## config.mk

```make
export PLATFORM = sky130hd
export DESIGN_NAME = psram_ctrl
export DESIGN_NICKNAME = d
export VERILOG_FILES = /design/src/rtl/psram_pkg.sv /design/src/rtl/psram_rfsh_timer.sv /design/src/rtl/psram_seq.sv /design/src/rtl/psram_ctrl.sv
export SDC_FILE = /design/constraint.sdc
export NUM_CORES = 1
export LEC_CHECK = 0
export BUFFER_PORTS_ARGS = -buffer_cell sky130_fd_sc_hd__buf_2
export CAP_MARGIN = 20
export CORE_MARGIN = 2
export CORE_UTILIZATION = 37
export CTS_BUF_LIST = sky130_fd_sc_hd__clkbuf_2
export DETAILED_ROUTE_END_ITERATION = 16
export GPL_ROUTABILITY_DRIVEN = 0
export PLACE_DENSITY_LB_ADDON = 0.05
export SYNTH_ARGS = -nofsm -noshare
export SYNTH_HDL_FRONTEND = slang
export SYNTH_SLANG_ARGS = --single-unit
```

## constraint.sdc

```tcl
create_clock -name clk -period 2.56 [get_ports clk]
set_clock_uncertainty 0.15 [all_clocks]
set_input_delay 0.256 -clock clk [delete_from_list [all_inputs] [get_ports clk]]
set_output_delay 0.256 -clock clk [all_outputs]
set_load 0.05 [all_outputs]
```

## src/rtl/psram_pkg.sv

```systemverilog
package psram_pkg;

    localparam int ADDR_W = 17;
    localparam int DATA_W = 8;

    typedef enum logic [3:0] {
        ST_IDLE,
        ST_SETUP,
        ST_ACTIVE,
        ST_PRECH,
        ST_RF_LO,
        ST_RF_HI,
        ST_SR_ENTER,
        ST_SR_HOLD,
        ST_SR_EXIT
    } seq_state_e;

    typedef struct packed {
        logic              write;
        logic [ADDR_W-1:0] addr;
        logic [DATA_W-1:0] data;
    } host_req_t;

    typedef struct packed {
        logic ce_n;
        logic cs;
        logic oe_n;
        logic rw_n;
        logic rfsh_n;
        logic dq_oe;
    } pin_ctl_t;

    localparam pin_ctl_t PINS_IDLE = '{ce_n: 1'b1, cs: 1'b0, oe_n: 1'b1,
                                       rw_n: 1'b1, rfsh_n: 1'b1, dq_oe: 1'b0};

    function automatic int max_of(input int a, input int b);
        return (a > b) ? a : b;
    endfunction

endpackage

```

## src/rtl/psram_rfsh_timer.sv

```systemverilog
module psram_rfsh_timer #(
    parameter int REF_INTERVAL = 1560
) (
    input  logic clk,
    input  logic rst,
    input  logic hold,
    input  logic ack,
    output logic pend
);
    localparam int TW = $clog2(REF_INTERVAL + 1);

    logic [TW-1:0] tick;
    logic          wrap;

    assign wrap = (tick == TW'(REF_INTERVAL - 1));

    always_ff @(posedge clk) begin
        if (rst || hold) begin
            tick <= '0;
            pend <= 1'b0;
        end else begin
            tick <= wrap ? '0 : tick + 1'b1;
            if (wrap)
                pend <= 1'b1;
            else if (ack)
                pend <= 1'b0;
        end
    end


    pend_on_wrap_chk: assert property (@(posedge clk) disable iff (rst)
        (wrap && !hold) |=> pend);

endmodule

```

## src/rtl/psram_seq.sv

```systemverilog
module psram_seq
    import psram_pkg::*;
#(
    parameter int CE_LOW  = 9,
    parameter int PRECH   = 4,
    parameter int RF_LOW  = 3,
    parameter int RF_HIGH = 10,
    parameter int SR_MIN  = 800,
    parameter int SR_EXIT = 16
) (
    input  logic              clk,
    input  logic              rst,
    input  logic              req_valid,
    input  host_req_t         req,
    output logic              req_ready,
    input  logic              rf_pend,
    output logic              rf_ack,
    input  logic              sleep_req,
    output logic              sleep_ack,
    output logic              sr_active,
    output pin_ctl_t          ctl,
    output logic [ADDR_W-1:0] mem_addr,
    output logic [DATA_W-1:0] mem_wdata,
    input  logic [DATA_W-1:0] mem_rdata,
    output logic              rsp_valid,
    output logic [DATA_W-1:0] rsp_rdata
);
    localparam int CMAX = max_of(max_of(max_of(CE_LOW, PRECH), max_of(RF_LOW, RF_HIGH)),
                                 max_of(SR_MIN, SR_EXIT));
    localparam int CW = $clog2(CMAX + 1);

    seq_state_e state;
    logic [CW-1:0] cnt;
    host_req_t cur;
    logic last;

    assign last      = (cnt == '0);
    assign req_ready = (state == ST_IDLE) && !rf_pend && !sleep_req;
    assign rf_ack    = (state == ST_IDLE) && rf_pend;
    assign sleep_ack = (state == ST_SR_HOLD);
    assign sr_active = (state == ST_SR_ENTER) || (state == ST_SR_HOLD) || (state == ST_SR_EXIT);
    assign mem_addr  = cur.addr;
    assign mem_wdata = cur.data;

    always_ff @(posedge clk) begin
        if (rst) begin
            state     <= ST_IDLE;
            cnt       <= '0;
            cur       <= '0;
            rsp_valid <= 1'b0;
            rsp_rdata <= '0;
        end else begin
            rsp_valid <= 1'b0;
            cnt       <= last ? '0 : cnt - 1'b1;
            unique case (state)
                ST_IDLE: begin
                    if (rf_pend) begin
                        state <= ST_RF_LO;
                        cnt   <= CW'(RF_LOW - 1);
                    end else if (sleep_req) begin
                        state <= ST_SR_ENTER;
                        cnt   <= CW'(SR_MIN - 1);
                    end else if (req_valid) begin
                        cur   <= req;
                        state <= ST_SETUP;
                    end
                end
                ST_SETUP: begin
                    state <= ST_ACTIVE;
                    cnt   <= CW'(CE_LOW - 1);
                end
                ST_ACTIVE: if (last) begin
                    state <= ST_PRECH;
                    cnt   <= CW'(PRECH - 1);
                    if (!cur.write) begin
                        rsp_valid <= 1'b1;
                        rsp_rdata <= mem_rdata;
                    end
                end
                ST_PRECH:    if (last) state <= ST_IDLE;
                ST_RF_LO: if (last) begin
                    state <= ST_RF_HI;
                    cnt   <= CW'(RF_HIGH - 1);
                end
                ST_RF_HI:    if (last) state <= ST_IDLE;
                ST_SR_ENTER: if (last) state <= ST_SR_HOLD;
                ST_SR_HOLD: if (!sleep_req) begin
                    state <= ST_SR_EXIT;
                    cnt   <= CW'(SR_EXIT - 1);
                end
                ST_SR_EXIT:  if (last) state <= ST_IDLE;
                default:     state <= ST_IDLE;
            endcase
        end
    end

    always_comb begin
        ctl = PINS_IDLE;
        unique case (state)
            ST_SETUP, ST_PRECH: ctl.cs = 1'b1;
            ST_ACTIVE: begin
                ctl.cs   = 1'b1;
                ctl.ce_n = 1'b0;
                if (cur.write) begin
                    ctl.rw_n  = last;
                    ctl.dq_oe = 1'b1;
                end else begin
                    ctl.oe_n = 1'b0;
                end
            end
            ST_RF_LO, ST_SR_ENTER, ST_SR_HOLD: ctl.rfsh_n = 1'b0;
            default: ;
        endcase
    end


    no_bus_fight_chk: assert property (@(posedge clk) disable iff (rst)
        !(ctl.dq_oe && !ctl.oe_n));

    refresh_ce_high_chk: assert property (@(posedge clk) disable iff (rst)
        !ctl.rfsh_n |-> ctl.ce_n);

    addr_hold_chk: assert property (@(posedge clk) disable iff (rst)
        !ctl.ce_n |-> $stable(mem_addr));

    ce_min_low_chk: assert property (@(posedge clk) disable iff (rst)
        $fell(ctl.ce_n) |=> !ctl.ce_n);

    sleep_pin_low_chk: assert property (@(posedge clk) disable iff (rst)
        $rose(sleep_ack) |-> $past(!ctl.rfsh_n));

endmodule

```

## src/rtl/psram_ctrl.sv

```systemverilog
module psram_ctrl
    import psram_pkg::*;
#(
    parameter int CE_LOW       = 9,
    parameter int PRECH        = 4,
    parameter int RF_LOW       = 3,
    parameter int RF_HIGH      = 10,
    parameter int SR_MIN       = 800,
    parameter int SR_EXIT      = 16,
    parameter int REF_INTERVAL = 1560
) (
    input  logic              clk,
    input  logic              rst,
    input  logic              req_valid,
    input  logic              req_write,
    input  logic [ADDR_W-1:0] req_addr,
    input  logic [DATA_W-1:0] req_wdata,
    output logic              req_ready,
    output logic              rsp_valid,
    output logic [DATA_W-1:0] rsp_rdata,
    input  logic              sleep_req,
    output logic              sleep_ack,
    output logic [ADDR_W-1:0] mem_addr,
    output logic              mem_ce_n,
    output logic              mem_cs,
    output logic              mem_oe_n,
    output logic              mem_rw_n,
    output logic              mem_rfsh_n,
    output logic [DATA_W-1:0] mem_dq_out,
    output logic              mem_dq_oe,
    input  logic [DATA_W-1:0] mem_dq_in
);
    logic      rf_pend;
    logic      rf_ack;
    logic      sr_active;
    pin_ctl_t  ctl;
    host_req_t req;

    assign req = '{write: req_write, addr: req_addr, data: req_wdata};

    psram_rfsh_timer #(.REF_INTERVAL(REF_INTERVAL)) u_timer (
        .clk  (clk),
        .rst  (rst),
        .hold (sr_active),
        .ack  (rf_ack),
        .pend (rf_pend)
    );

    psram_seq #(
        .CE_LOW(CE_LOW), .PRECH(PRECH), .RF_LOW(RF_LOW),
        .RF_HIGH(RF_HIGH), .SR_MIN(SR_MIN), .SR_EXIT(SR_EXIT)
    ) u_seq (
        .clk       (clk),
        .rst       (rst),
        .req_valid (req_valid),
        .req       (req),
        .req_ready (req_ready),
        .rf_pend   (rf_pend),
        .rf_ack    (rf_ack),
        .sleep_req (sleep_req),
        .sleep_ack (sleep_ack),
        .sr_active (sr_active),
        .ctl       (ctl),
        .mem_addr  (mem_addr),
        .mem_wdata (mem_dq_out),
        .mem_rdata (mem_dq_in),
        .rsp_valid (rsp_valid),
        .rsp_rdata (rsp_rdata)
    );

    assign mem_ce_n   = ctl.ce_n;
    assign mem_cs     = ctl.cs;
    assign mem_oe_n   = ctl.oe_n;
    assign mem_rw_n   = ctl.rw_n;
    assign mem_rfsh_n = ctl.rfsh_n;
    assign mem_dq_oe  = ctl.dq_oe;


    refresh_first_chk: assert property (@(posedge clk) disable iff (rst)
        rf_pend |-> !req_ready);

    sleep_no_access_chk: assert property (@(posedge clk) disable iff (rst)
        sleep_ack |-> (!req_ready && mem_ce_n));

endmodule

```

==> reports/metrics.yaml <==
yosys:
  synth_enable_flop_cells: 0
  synth_top_area_cell: "dfxtp_1"
  syn_area_mm2: 0.00294
  ys_ff_latch: 61
  ys_warn_count: 0
  synthCells: 335
  async_flop_share_pct: 0
  ys_types: 49
  syn_nets: 375
  synth-seq-area-share_pct: 41.6
  syn_area_per_cell_um2: 8.77
  yosys_most_used_dff: "dfxtp_1"
  synth_top_area_share_pct: 41.6
  synth_area_leaders: "dfxtp_1 (42%), mux2i_1 (9.9%), nor2_1 (6.8%)"
clock_network:
  clk_pin_slew_worst_paths_ps: 170
  cts_tree: "built"
  cts_buffers: 9
  clk_path_buf_depth: 2
  cts_root_buf: "clkbuf_2"
  clock_sink_count: 61
  clock_latency_ps: 460
  cts_max_level: 3
die:
  die_h_um: 93.1
  die_w_um: 93.1
  initial_core_util_pct: 38.0
  fp-row-count: 32
  fp.dieArea_mm2: 0.00867
  ios: 80
  core_area_mm2: 0.00773
routing:
  drcViolationCount: 0
  num_vias: 2631
  vias_per_cell: 4.89
  routed_wl_um: 7210
  drtAntennaViolNets: 0
  drt-pass1-iter-count: 4
  drt-initial-drc-count: 150
  post_drt_wl_per_cell_um: 13.4
pwr:
  p_seq_share_pct: 33.7
  swShare_pct: 44.6
  power_leakage_nw: 1.78
  irDropWorstVdd_mv: 0.395
  internal_power_mw: 2.15
  power_density_mw_per_mm2: 1020
  p_sw_mw: 1.73
  pwr-share-comb_pct: 51.7
  clockPowerShare_pct: 14.7
setup_path:
  crit_path_end_kind: "output pin"
  crit_fanout: 3
  cp.arrival_ps: 2060
  r2r_setup_slack_ps: 380
  crit_type: "flip-flop to output pin"
  required_ps: 2150
  worstSetupStartpointType: "flip-flop"
layout:
  area_delta_synth_final_pct: 30.0
  nets: 471
  antenna_cells: 0
  drive_above_1_share_pct: 29.8
  design_area_mm2: 0.00382
  layout_commonest_cell: "buf_2"
  nFillCells: 759
  final_cell_mix: "buf_2 (78), dfxtp_1 (56), nor2_1 (53)"
timing:
  fin_crit_ps: 2460
  hold_ws_ps: 148
  maxSlewViolCount: 0
  fin_setup_tns_ps: 0
  tightest_slew_ps: 518
  finalHoldViolCount: 0
  post-route-period-util_pct: 96.2
  fmax_ghz: 0.406
  setup_viol: 0
  relSlewSlack_pct: 65.5
global_routing:
  antenna_found_initial: 0
  grt_usage_pct: 16.8
  grt_use_met3_pct: 5.08
  grt_max_degree: 51
  grt_use_met1_pct: 20.8
  overflow: 0
  met2_usage_pct: 28.0
  first_global_vias: 2504
  grt.busiest_layer: "met2"
  grt_pass1_wl_um: 11600
worst_hold_path:
  holdCritPathClass: "input port to flip-flop"
run_status:
  status: "finished clean"
placement:
  post-dp-hpwl_um: 4740
  numPortBuffers: 79
  place_area_mm2: 0.00328
flow_run:
  max-cap-violations: 0
==> power by group through the flow <==
stage	combinational, mW	clock (mW)	sequential [mW]
CTS	1.94	0.600	1.30
global placement	1.83	0	1.31
detailed placement	1.82	0	1.32
finish	2.01	0.569	1.31
floorplan	1.44	0	1.31
global route	2.20	0.627	1.34
==> logic make-up (layout without fill, tap and decap cells) <==
| logic type | count (synthesis) | in the layout | share of synthesized area [%] |
|---|---|---|---|
| simple gates | 124 | 124 | 21.8 |
| flops | 61 | 61 | 41.6 |
| compound gates | 53 | 53 | 11.4 |
| buf+inv | 52 | 153 | 10.3 |
| mux | 29 | 29 | 9.88 |
| xor+xnor | 14 | 14 | 4.17 |
| fa+ha+maj | 2 | 2 | 0.852 |
==> registers in the layout, summed over array words and instances (netlist names) <==
signal           flops
u_seq.rsp_valid      1
u_seq.rsp_rdata      8
u_seq.cur            1
u_timer.pend         1
u_seq.mem_wdata      8
u_seq.mem_addr      17
u_seq.state          4
u_timer.tick        11
u_seq.cnt           10
==> cell type report <==
type | instances | area [um^2] | area share, %
tap | 102 | 128 | 3.34
sequential | 61 | 1230 | 32.1
clock buffer | 11 | 55.1 | 1.44
inverter | 7 | 26.3 | 0.688
timing repair buffer | 130 | 888 | 23.3
multi-input combinational | 222 | 1440 | 37.8
clock inverter | 5 | 51.3 | 1.34
==> synthesized netlist by cell type, types with 2 or more instances <==
| cell | number |
|---|---|
| or4_1 | 2 |
| clkbuf_1 | 13 |
| a21oi_1 | 18 |
| a211oi_1 | 3 |
| or2_2 | 2 |
| and3_1 | 2 |
| o21ai_1 | 7 |
| ha_1 | 2 |
| nand2b_1 | 7 |
| nor4_1 | 8 |
| dfxtp_1 | 61 |
| nand3_1 | 15 |
| a21o_1 | 2 |
| o21ai_0 | 9 |
| nor2_1 | 53 |
| inv_1 | 6 |
| xor2_1 | 4 |
| nor3_1 | 8 |
| nor2b_1 | 2 |
| nand3b_1 | 3 |
| nor4b_1 | 3 |
| mux2i_1 | 29 |
| buf_4 | 25 |
| buf_2 | 6 |
| nand2_1 | 8 |
| a31oi_1 | 3 |
| nand4b_1 | 2 |
| o31a_1 | 2 |
| xnor2_1 | 10 |
==> worst max-delay path, stage by stage, from the launching register on <==
cell and delay [ps]:
dfxtp_2 360, inv_2 60, ha_4 120, or4b_4 460
or3_4 370, nand2_2 80, buf_8 140
==> worst paths after layout <==
path / depth (start not counted) / start / end
setup reg to reg: 8 / u_seq.cnt[0] / u_seq.rsp_rdata[7]
hold reg to reg: 1 / u_timer.tick[0] / u_timer.tick[0]
setup / recovery: 6 / u_seq.cnt[0] / mem_rw_n
hold / removal: 4 / sleep_req / u_seq.state[2]
==> metal layers <==
| metal | vias up | share of wire, % |
|---|---|---|
| met2 | 75 | 48 |
| met5 | - | 0 |
| li1 | 1338 | - |
| met1 | 1212 | 47 |
| met4 | 0 | 0.72 |
| met3 | 6 | 5.0 |
==> stage by stage <==
stage	setup WS (ps)	power, mW	std cells	util [%]
floorplan	149	2.75	335	-
global placement	351	3.14	481	42.4
detailed placement	291	3.14	481	42.4
CTS	1.19	3.84	536	49.0
global route	-22.2	4.16	538	49.4
finish	96.4	3.88	538	49.4
==> what timing repair did <==
| item | CTS | global route |
|---|---|---|
| gates resized for setup | 10 | 5 |
| endpoints found under the hold margin | 36 | 0 |
| cloned | 0 | 0 |
| setup buffers | 4 | 2 |
| hold buffers | 35 | 0 |
| endpoints found under the setup margin | 2 | 2 |
| pin swaps | 1 | 2 |
Power figures use the tool's default switching activity.
